`src/rtl/wo_pkg.sv`:
```
package wo_pkg;
    localparam int ADDR_W = 8;
    localparam int IDX_W  = 2;
    localparam int DATA_W = 16;
    localparam int TAG_W  = ADDR_W - IDX_W;
    localparam int LINES  = 1 << IDX_W;

    typedef enum logic [1:0] {
        LS_INV = 2'd0,
        LS_VAL = 2'd1,
        LS_RES = 2'd2,
        LS_DRT = 2'd3
    } line_st_e;

    typedef enum logic [2:0] {
        BC_NONE  = 3'd0,
        BC_READ  = 3'd1,
        BC_RDINV = 3'd2,
        BC_WINV  = 3'd3,
        BC_WB    = 3'd4
    } bus_cmd_e;

    typedef enum logic [1:0] {
        S_IDLE = 2'd0,
        S_WB   = 2'd1,
        S_BUS  = 2'd2
    } seq_st_e;

    typedef struct packed {
        line_st_e            st;
        logic [TAG_W-1:0]    tag;
        logic [DATA_W-1:0]   data;
    } line_t;

    function automatic logic [IDX_W-1:0] idx_of(input logic [ADDR_W-1:0] a);
        return a[IDX_W-1:0];
    endfunction

    function automatic logic [TAG_W-1:0] tag_of(input logic [ADDR_W-1:0] a);
        return a[ADDR_W-1:IDX_W];
    endfunction
endpackage

```
`src/rtl/wo_lines.sv`:
```
module wo_lines
    import wo_pkg::*;
(
    input  logic             clk,
    input  logic             rst,
    input  logic [IDX_W-1:0] cpu_idx,
    output line_t            cpu_line,
    input  logic [IDX_W-1:0] snp_idx,
    output line_t            snp_line,
    input  logic             wr_en,
    input  logic [IDX_W-1:0] wr_idx,
    input  line_t            wr_line,
    input  logic             snp_upd,
    input  line_st_e         snp_st
);
    line_t lines [LINES];

    assign cpu_line = lines[cpu_idx];
    assign snp_line = lines[snp_idx];

    always_ff @(posedge clk) begin
        if (rst) begin
            for (int i = 0; i < LINES; i++) begin
                lines[i] <= '0;
            end
        end else begin
            if (snp_upd) begin
                lines[snp_idx].st <= snp_st;
            end
            if (wr_en) begin
                lines[wr_idx] <= wr_line;
            end
        end
    end


    no_collide_chk: assert property (@(posedge clk) disable iff (rst)
        (wr_en && snp_upd) |-> (wr_idx != snp_idx));
endmodule

```
`src/rtl/wo_snoop.sv`:
```
module wo_snoop
    import wo_pkg::*;
(
    input  logic              clk,
    input  logic              rst,
    input  logic              snp_valid,
    input  bus_cmd_e          snp_cmd,
    input  logic [ADDR_W-1:0] snp_addr,
    input  line_t             snp_line,
    output logic              snp_hit,
    output logic              snp_inh,
    output logic [DATA_W-1:0] snp_data,
    output logic              snp_upd,
    output line_st_e          snp_st
);
    logic cmd_rd, cmd_inv, match;

    always_comb begin
        cmd_rd   = (snp_cmd == BC_READ);
        cmd_inv  = (snp_cmd == BC_RDINV) || (snp_cmd == BC_WINV);
        match    = snp_valid && (cmd_rd || cmd_inv) &&
                   (snp_line.st != LS_INV) && (snp_line.tag == tag_of(snp_addr));
        snp_hit  = match;
        snp_inh  = match && (snp_line.st == LS_DRT);
        snp_data = snp_line.data;
        snp_upd  = 1'b0;
        snp_st   = snp_line.st;
        if (match && cmd_inv) begin
            snp_upd = 1'b1;
            snp_st  = LS_INV;
        end else if (match && cmd_rd &&
                     (snp_line.st == LS_RES || snp_line.st == LS_DRT)) begin
            snp_upd = 1'b1;
            snp_st  = LS_VAL;
        end
    end


    inh_implies_hit_chk: assert property (@(posedge clk) disable iff (rst)
        snp_inh |-> (snp_hit && snp_valid));
endmodule

```
`src/rtl/wo_seq.sv`:
```
module wo_seq
    import wo_pkg::*;
(
    input  logic              clk,
    input  logic              rst,
    input  logic              cpu_req_i,
    input  logic              cpu_we_i,
    input  logic [ADDR_W-1:0] cpu_addr_i,
    input  logic [DATA_W-1:0] cpu_wdata_i,
    output logic [DATA_W-1:0] cpu_rdata_o,
    output logic              cpu_done_o,
    output logic              cpu_busy_o,
    input  logic              snp_valid_i,
    output logic [IDX_W-1:0]  look_idx,
    input  line_t             line_i,
    output logic              wr_en,
    output line_t             wr_line,
    output logic              bus_req_o,
    input  logic              bus_gnt_i,
    output bus_cmd_e          bus_cmd_o,
    output logic [ADDR_W-1:0] bus_addr_o,
    output logic [DATA_W-1:0] bus_wdata_o,
    input  logic [DATA_W-1:0] bus_rdata_i
);
    seq_st_e            st_q;
    bus_cmd_e           cmd_q;
    logic               lat_we;
    logic [ADDR_W-1:0]  lat_addr;
    logic [DATA_W-1:0]  lat_wdata;
    logic [DATA_W-1:0]  rdata_q;
    logic               done_q;
    logic [TAG_W-1:0]   cur_tag;
    logic               hit, accept, own_wr;

    always_comb begin
        look_idx = (st_q == S_IDLE) ? idx_of(cpu_addr_i) : idx_of(lat_addr);
        cur_tag  = (st_q == S_IDLE) ? tag_of(cpu_addr_i) : tag_of(lat_addr);
        hit      = (line_i.st != LS_INV) && (line_i.tag == cur_tag);
        accept   = (st_q == S_IDLE) && cpu_req_i && !snp_valid_i;
        own_wr   = (line_i.st == LS_RES) || (line_i.st == LS_DRT);
    end

    always_comb begin
        wr_en       = 1'b0;
        wr_line     = '0;
        bus_req_o   = 1'b0;
        bus_cmd_o   = BC_NONE;
        bus_addr_o  = lat_addr;
        bus_wdata_o = lat_wdata;
        case (st_q)
            S_IDLE: begin
                if (accept && cpu_we_i && hit && own_wr) begin
                    wr_en   = 1'b1;
                    wr_line = '{st: LS_DRT, tag: cur_tag, data: cpu_wdata_i};
                end
            end
            S_WB: begin
                if (line_i.st == LS_DRT) begin
                    bus_req_o   = 1'b1;
                    bus_cmd_o   = BC_WB;
                    bus_addr_o  = {line_i.tag, look_idx};
                    bus_wdata_o = line_i.data;
                    wr_en       = bus_gnt_i;
                end
            end
            S_BUS: begin
                bus_req_o = 1'b1;
                bus_cmd_o = cmd_q;
                wr_en     = bus_gnt_i;
                case (cmd_q)
                    BC_READ:  wr_line = '{st: LS_VAL, tag: cur_tag, data: bus_rdata_i};
                    BC_RDINV: wr_line = '{st: LS_DRT, tag: cur_tag, data: lat_wdata};
                    default:  wr_line = '{st: LS_RES, tag: cur_tag, data: lat_wdata};
                endcase
            end
            default: ;
        endcase
    end

    always_ff @(posedge clk) begin
        if (rst) begin
            st_q      <= S_IDLE;
            cmd_q     <= BC_NONE;
            lat_we    <= 1'b0;
            lat_addr  <= '0;
            lat_wdata <= '0;
            rdata_q   <= '0;
            done_q    <= 1'b0;
        end else begin
            done_q <= 1'b0;
            case (st_q)
                S_IDLE: begin
                    if (accept) begin
                        lat_we    <= cpu_we_i;
                        lat_addr  <= cpu_addr_i;
                        lat_wdata <= cpu_wdata_i;
                        if (hit && !cpu_we_i) begin
                            rdata_q <= line_i.data;
                            done_q  <= 1'b1;
                        end else if (hit && own_wr) begin
                            done_q <= 1'b1;
                        end else if (hit) begin
                            cmd_q <= BC_WINV;
                            st_q  <= S_BUS;
                        end else begin
                            cmd_q <= cpu_we_i ? BC_RDINV : BC_READ;
                            st_q  <= (line_i.st == LS_DRT) ? S_WB : S_BUS;
                        end
                    end
                end
                S_WB: begin
                    if (line_i.st != LS_DRT || bus_gnt_i) begin
                        st_q <= S_BUS;
                    end
                end
                S_BUS: begin
                    if (bus_gnt_i) begin
                        done_q <= 1'b1;
                        st_q   <= S_IDLE;
                        if (cmd_q == BC_READ) begin
                            rdata_q <= bus_rdata_i;
                        end else begin
                            rdata_q <= lat_wdata;
                        end
                    end
                end
                default: st_q <= S_IDLE;
            endcase
        end
    end

    assign cpu_rdata_o = rdata_q;
    assign cpu_done_o  = done_q;
    assign cpu_busy_o  = (st_q != S_IDLE);


    done_not_busy_chk: assert property (@(posedge clk) disable iff (rst)
        cpu_done_o |-> !cpu_busy_o);


    snoop_stall_chk: assert property (@(posedge clk) disable iff (rst)
        ((st_q == S_IDLE) && cpu_req_i && snp_valid_i) |=> !cpu_done_o);


    wb_victim_chk: assert property (@(posedge clk) disable iff (rst)
        (bus_req_o && bus_cmd_o == BC_WB) |->
        ((idx_of(bus_addr_o) == idx_of(lat_addr)) &&
         (tag_of(bus_addr_o) != tag_of(lat_addr)) && (cmd_q != BC_WINV)));
endmodule

```
`src/rtl/wo_coh_ctrl.sv`:
```
module wo_coh_ctrl
    import wo_pkg::*;
(
    input  logic              clk,
    input  logic              rst,
    input  logic              cpu_req_i,
    input  logic              cpu_we_i,
    input  logic [ADDR_W-1:0] cpu_addr_i,
    input  logic [DATA_W-1:0] cpu_wdata_i,
    output logic [DATA_W-1:0] cpu_rdata_o,
    output logic              cpu_done_o,
    output logic              cpu_busy_o,
    output logic              bus_req_o,
    input  logic              bus_gnt_i,
    output logic [2:0]        bus_cmd_o,
    output logic [ADDR_W-1:0] bus_addr_o,
    output logic [DATA_W-1:0] bus_wdata_o,
    input  logic [DATA_W-1:0] bus_rdata_i,
    input  logic              snp_valid_i,
    input  logic [2:0]        snp_cmd_i,
    input  logic [ADDR_W-1:0] snp_addr_i,
    output logic              snp_hit_o,
    output logic              snp_inh_o,
    output logic [DATA_W-1:0] snp_data_o
);
    logic [IDX_W-1:0] look_idx;
    line_t            cpu_line, snp_line, wr_line;
    logic             wr_en, snp_upd;
    line_st_e         snp_st;
    bus_cmd_e         cmd_out;

    wo_lines lines_i (
        .clk      (clk),
        .rst      (rst),
        .cpu_idx  (look_idx),
        .cpu_line (cpu_line),
        .snp_idx  (idx_of(snp_addr_i)),
        .snp_line (snp_line),
        .wr_en    (wr_en),
        .wr_idx   (look_idx),
        .wr_line  (wr_line),
        .snp_upd  (snp_upd),
        .snp_st   (snp_st)
    );

    wo_snoop snoop_i (
        .clk       (clk),
        .rst       (rst),
        .snp_valid (snp_valid_i),
        .snp_cmd   (bus_cmd_e'(snp_cmd_i)),
        .snp_addr  (snp_addr_i),
        .snp_line  (snp_line),
        .snp_hit   (snp_hit_o),
        .snp_inh   (snp_inh_o),
        .snp_data  (snp_data_o),
        .snp_upd   (snp_upd),
        .snp_st    (snp_st)
    );

    wo_seq seq_i (
        .clk         (clk),
        .rst         (rst),
        .cpu_req_i   (cpu_req_i),
        .cpu_we_i    (cpu_we_i),
        .cpu_addr_i  (cpu_addr_i),
        .cpu_wdata_i (cpu_wdata_i),
        .cpu_rdata_o (cpu_rdata_o),
        .cpu_done_o  (cpu_done_o),
        .cpu_busy_o  (cpu_busy_o),
        .snp_valid_i (snp_valid_i),
        .look_idx    (look_idx),
        .line_i      (cpu_line),
        .wr_en       (wr_en),
        .wr_line     (wr_line),
        .bus_req_o   (bus_req_o),
        .bus_gnt_i   (bus_gnt_i),
        .bus_cmd_o   (cmd_out),
        .bus_addr_o  (bus_addr_o),
        .bus_wdata_o (bus_wdata_o),
        .bus_rdata_i (bus_rdata_i)
    );

    assign bus_cmd_o = cmd_out;
endmodule

```
`config.mk`:
```
export PLATFORM = sky130hd
export DESIGN_NAME = wo_coh_ctrl
export DESIGN_NICKNAME = d
export VERILOG_FILES = /design/src/rtl/wo_pkg.sv /design/src/rtl/wo_lines.sv /design/src/rtl/wo_snoop.sv /design/src/rtl/wo_seq.sv /design/src/rtl/wo_coh_ctrl.sv
export SDC_FILE = /design/constraint.sdc
export NUM_CORES = 1
export LEC_CHECK = 0
export BUFFER_PORTS_ARGS = -buffer_cell sky130_fd_sc_hd__buf_2
export CORE_ASPECT_RATIO = 1.4
export CORE_UTILIZATION = 28
export CTS_CLUSTER_DIAMETER = 150
export DETAILED_ROUTE_END_ITERATION = 8
export SLEW_MARGIN = 20
export SYNTH_ARGS = -nofsm -noshare
export SYNTH_HDL_FRONTEND = slang
export SYNTH_HIERARCHICAL = 1
export SYNTH_SLANG_ARGS = --single-unit
```
`constraint.sdc`:
```
create_clock -name clk -period 7.5 [get_ports clk]
set_input_delay 0.75 -clock clk [delete_from_list [all_inputs] [get_ports clk]]
set_output_delay 0.75 -clock clk [all_outputs]
set_load 0.02 [all_outputs]
```
After elaboration in Yosys (flattened, before gate mapping)
Memories as Yosys holds them, arrays and structs flattened.
Index checks and enable logic that the tools add are counted.
{"block": "op_classes", "n_lt_le_gt_ge": 0, "reduce_logical": 33, "n_eq_ne": 20, "addsub": 0, "n_div": 0, "n_shift": 0, "n_mul": 0, "n_mux": 54, "bitwise": 2}
{"operator": "$mux 16", "count": 6}
{"operator": "$pmux 24 s2", "count": 2}
{"operator": "$mux 24", "count": 3}
{"operator": "$reduce_or 24->1", "count": 2}
{"operator": "$pmux 16 s2", "count": 1}
{"operator": "$mux 2", "count": 14}
{"operator": "$mux 1", "count": 18}
{"operator": "$mux 8", "count": 2}
{"operator": "$logic_and 1x1->1", "count": 15}
{"operator": "$eq 6x6->1", "count": 2}
{"operator": "$eq 2x2->1 const B", "count": 5}
{"operator": "$ne 2x2->1 const B", "count": 5}
{"operator": "$eq 3x2->1 const B", "count": 3}
{"operator": "$reduce_and 4->1", "count": 2}
{"operator": "$reduce_bool 2->1", "count": 4}
{"operator": "$eq 3x1->1 const B", "count": 2}
{"operator": "$mux 3", "count": 2}
{"operator": "$mux 6", "count": 1}
{"operator": "$pmux 2 s3", "count": 1}
{"operator": "$pmux 3 s2", "count": 1}
{"operator": "$logic_or 1x1->1", "count": 5}
{"operator": "$reduce_and 5->1", "count": 1}
{"operator": "$ne 2x1->1 const B", "count": 2}
{"operator": "$pmux 1 s2", "count": 2}
{"operator": "6 further kinds", "count": 8}
{"block": "word_totals", "latchBits": 0, "output_inout_bits": 64, "memories": 1, "mem_bits_ro": 0, "register_bits": 46, "mem_bits_rw": 96, "in_bits": 57}
{"memory": "lines_i.lines", "words": 4, "width": 24, "read_ports": 2, "rd_ports_with_merged_regs": 0, "write_ports": 4, "line": "wo_lines.sv:16", "rtl": "line_t lines [LINES];"}

Depth between registers and ports, before layout
{"block": "logic_depth", "word_depth": 15, "ltp_mapped": 17, "ltp_nobuf": 11}

Cells and area by module
Netlist, hierarchy kept.
{"module": "wo_lines", "seq_area_each_um2": 2882.8, "n_inst": 1, "cells_per_inst": 289, "area_per_inst_um2": 4902.2}
{"module": "wo_seq", "seq_area_each_um2": 900.9, "n_inst": 1, "cells_per_inst": 525, "area_per_inst_um2": 3503.4}
{"module": "wo_snoop", "seq_area_each_um2": 0.0, "n_inst": 1, "cells_per_inst": 35, "area_per_inst_um2": 259.0}

Least setup slack after synthesis
No wires, ideal clock.
{"block": "synth_timing", "kind": "flip-flop to flip-flop", "startpoint": "reg seq_i.st_q[0]", "endpoint": "mem lines_i/lines[3][22] (netlist bit), enable pin", "setup_slack_ns": 2.826, "setup_ns": 0.299, "stages_incl_launch_ff": 17, "n_path_buf": 5, "arrival_ns": 4.376, "cell_sequence": "dfxtp_1 -> inv_1 -> ha_1 -> buf_6 -> mux2_2 -> buf_2 -> buf_4 -> mux4_2 -> xnor2_1 -> nor4_4 -> buf_2 -> nand3_1 -> a21oi_1 -> and4b_1 -> clkbuf_2 -> or2_1 -> a31o_1"}
{"item": "start: declaration", "line": "wo_seq.sv:25", "rtl": "seq_st_e st_q;"}
{"item": "start signal: assignment", "line": "wo_seq.sv:107", "rtl": "st_q <= (line_i.st == LS_DRT) ? S_WB : S_BUS;"}
{"item": "end: declaration", "line": "wo_lines.sv:16"}

==> flow_summary.ini <==
[timing]
finalHoldViolCount = 0
tns_ns = 0
clock_skew_ns = 0.00989
tightest_slew_ns = 1.01
slew_headroom_pct = 33.0
setup_violations = 0
period_share_pct = 76.2
rsz0062_at_grt = no
period_minus_slack_ns = 5.71
slew_violations = 0
timing.fmax_mhz = 175

[yosys]
ys_ff_latch = 141
yosys.area.top_type = edfxtp_1
yosysUniqueCellTypes = 56
async_flop_share_pct = 0
synth_area_leaders = edfxtp_1, mux4_2, dfxtp_1, nand2_1, and2_1
syn_nets = 914
yosys_warnings = 6
syn_inst = 849
synth_area_per_cell_um2 = 10.2
ys_seq_area_share_pct = 43.7
yosysMostFrequentCell = nand2_1
yosys-top-cells-count = nand2_1, edfxtp_1, and2_1
syn_area_mm2 = 0.00866
yosysTopAreaCellShare_pct = 33.3
synthFlopType = edfxtp_1
synth_edf_count = 96

[routing]
drc = 0
wirelength_mm = 25.9
drt_first_pass_iters = 7
vias_per_cell = 5.26
wl_per_cell_um = 19.7
drt_iter0_drc = 581
via_count = 6915
ant_nets = 0

[power_and_ir_drop]
switching_share_pct = 36.8
peakVddDrop_mv = 0.175
power.density_mw_per_mm2 = 259
comb_power_share_pct = 31.8
p_sw_uw = 952
internal_power_uw = 1630
p_seq_share_pct = 35.8
leakage_uw = 0.00383
pwr-share-clk_pct = 32.4
power_uw = 2580

[worst_setup_path]
worstPathMaxFanout = 29
r2r_slack_ns = 1.79
critPathRequiredTime_ns = 7.64
critPathMaxStageDelay_ns = 0.94
crit_arrival_ns = 5.85
slowest_stage = mux2_2
cp_num_buf_inv = 2
critPathTopFamily = simple AND/OR/NAND/NOR gates
worstPathCellList = inv_1 -> ha_1 -> mux2_2 -> mux4_2 -> xnor2_1 -> nor3_2 -> nand3_1 -> a21oi_1 -> and4b_1 -> buf_4 -> or2_1 -> a31o_1
critPathKind = register to register
endpoint_kind = register
cp-start-kind = register

[global_routing]
globalRoute.totalOverflow = 0
grt_pass1_vias = 6792
grt_pass1_wl_mm = 39.7
grt_usage_pct = 16.6
grt_start_max_net_pins = 54
antenna_found_initial = 0

[clock_network]
cts_root_buf = clkbuf_16
cts_max_level = 4
insertion_delay_ns = 0.43
cts_buffer_depth = 2
cts_sinks = 141
post-cts-setup-buffers = 0
cts_resized = 0
hold_buffers = 0
clkTransAtPathRegs_ns = 0.06
numCtsBuffers = 17
cts_tree = built

[run_status]
status = completed

[flow_run]
max_cap_violations = 0

[floorplan]
io_pins = 121
die_area_mm2 = 0.0317
dieWidth_um = 151
rows = 75
initial_core_util_pct = 28.7
core_mm2 = 0.0302
fp.dieH_um = 210

[placement]
routabilityCongestion = 0.851
io_buffer_count = 120
dp_hpwl_mm = 18.9

[final_layout]
multiInputGateArea_mm2 = 0.00440
area_delta_synth_final_pct = 15.1
utilization_pct = 33.0
antenna_cells = 0
final_layout_size_suffix_gt1_share_pct = 25.0
nFillCells = 3055
nNetsFinal = 981
seqCellArea_mm2 = 0.00378

[worst_hold_path]
hp-class = register to register
[through the flow]
step	area [um^2]	setup WS (ns)	hold WS (ns)	cells
after floorplan	8660	2.83	0.447	849
after global placement	9390	1.84	0.458	1282
after detailed placement	9390	1.71	0.460	1282
after CTS	9970	1.69	0.468	1314
after global routing	9970	1.31	0.484	1314
final	9970	1.79	0.471	1314
[path summary, 6_finish.rpt]
| kind | startpoint | endpoint | depth (start not counted) |
|---|---|---|---|
| worst max-delay path | seq_i/st_q[1] | lines_i/lines[3][22] | 12 |
| worst min-delay path | seq_i/lat_addr[3] | seq_i/lat_addr[3] | 2 |
| worst max register to register | seq_i/st_q[1] | lines_i/lines[3][22] | 12 |
| worst min register to register | seq_i/lat_addr[3] | seq_i/lat_addr[3] | 2 |
[power groups by stage]
stage / clock network (uW) / registers [uW] / logic [uW]
global route: 884 / 933 / 882
global placement: 0 / 940 / 807
detailed placement: 0 / 943 / 816
CTS: 855 / 926 / 820
finish: 838 / 926 / 821
floorplan: 0 / 946 / 591
[worst register-to-register path, stage by stage, from the launching register on]
cell     delay, ns
dfxtp_1       0.33
inv_1         0.14
ha_1          0.59
mux2_2        0.94
mux4_2        0.65
xnor2_1       0.22
nor3_2        0.52
nand3_1       0.19
a21oi_1       0.31
and4b_1       0.24
buf_4         0.25
or2_1         0.82
a31o_1        0.24
[cell type report]
class / instances / share of cell area [%]
flip-flops and latches: 141 / 37.9
inverters: 7 / 0.263
clock buffers: 17 / 4.27
multi-input cells: 615 / 44.1
clock inverters: 15 / 1.51
well taps: 385 / 4.83
repair buffers: 134 / 7.08
[registers in the layout (all words and copies together) (netlist names)]
register           flops
lines_i/lines         96
seq_i/cpu_rdata_o     16
seq_i/lat_wdata       16
seq_i/lat_addr         8
seq_i/cmd_q            2
seq_i/st_q             2
seq_i/cpu_done_o       1
[layout by cell type, fill, tap and decap left out, types with 5 or more instances in the layout]
cell type  Yosys  layout
edfxtp_1      96      96
xor2_1         6       6
buf_2         10     120
nand2b_1      20      20
mux4_2        48      48
buf_4         21      14
dfxtp_1       45      45
and2_1        90      90
inv_6          0       6
o21ai_1       11      11
a21oi_1       29      29
mux2i_1        5       5
and3_1         6       6
a311oi_1      16      16
ha_1           8       7
a22o_1        20      20
clkbuf_16      0      17
nand4_1       19      19
o21ai_0       31      31
nand2_1      166     166
inv_1          6       6
a32oi_1       16      16
nor2_1        34      33
nor3b_1       17      17
xnor2_1        6       6
nand3_1       21      20
[kinds of logic after synthesis]
logic type,count (synthesis),share of synthesized area [%]
flops,141,43.7
fa+ha+maj,8,1.16
simple gates,403,24.1
xor+xnor,12,1.21
compound gates,136,10.6
buf+inv,93,5.79
mux,56,13.5
[per-layer routing]
layer | vias to the layer above | part of all wire (%) | GRT usage (%)
met5 | - | 0 | 0
met3 | 45 | 4.9 | 2.03
met2 | 228 | 52 | 29.7
met1 | 3425 | 40 | 19.5
met4 | 0 | 3.0 | 7.69
li1 | 3217 | - | -
Note: power is estimated with default switching activity, not from simulation.
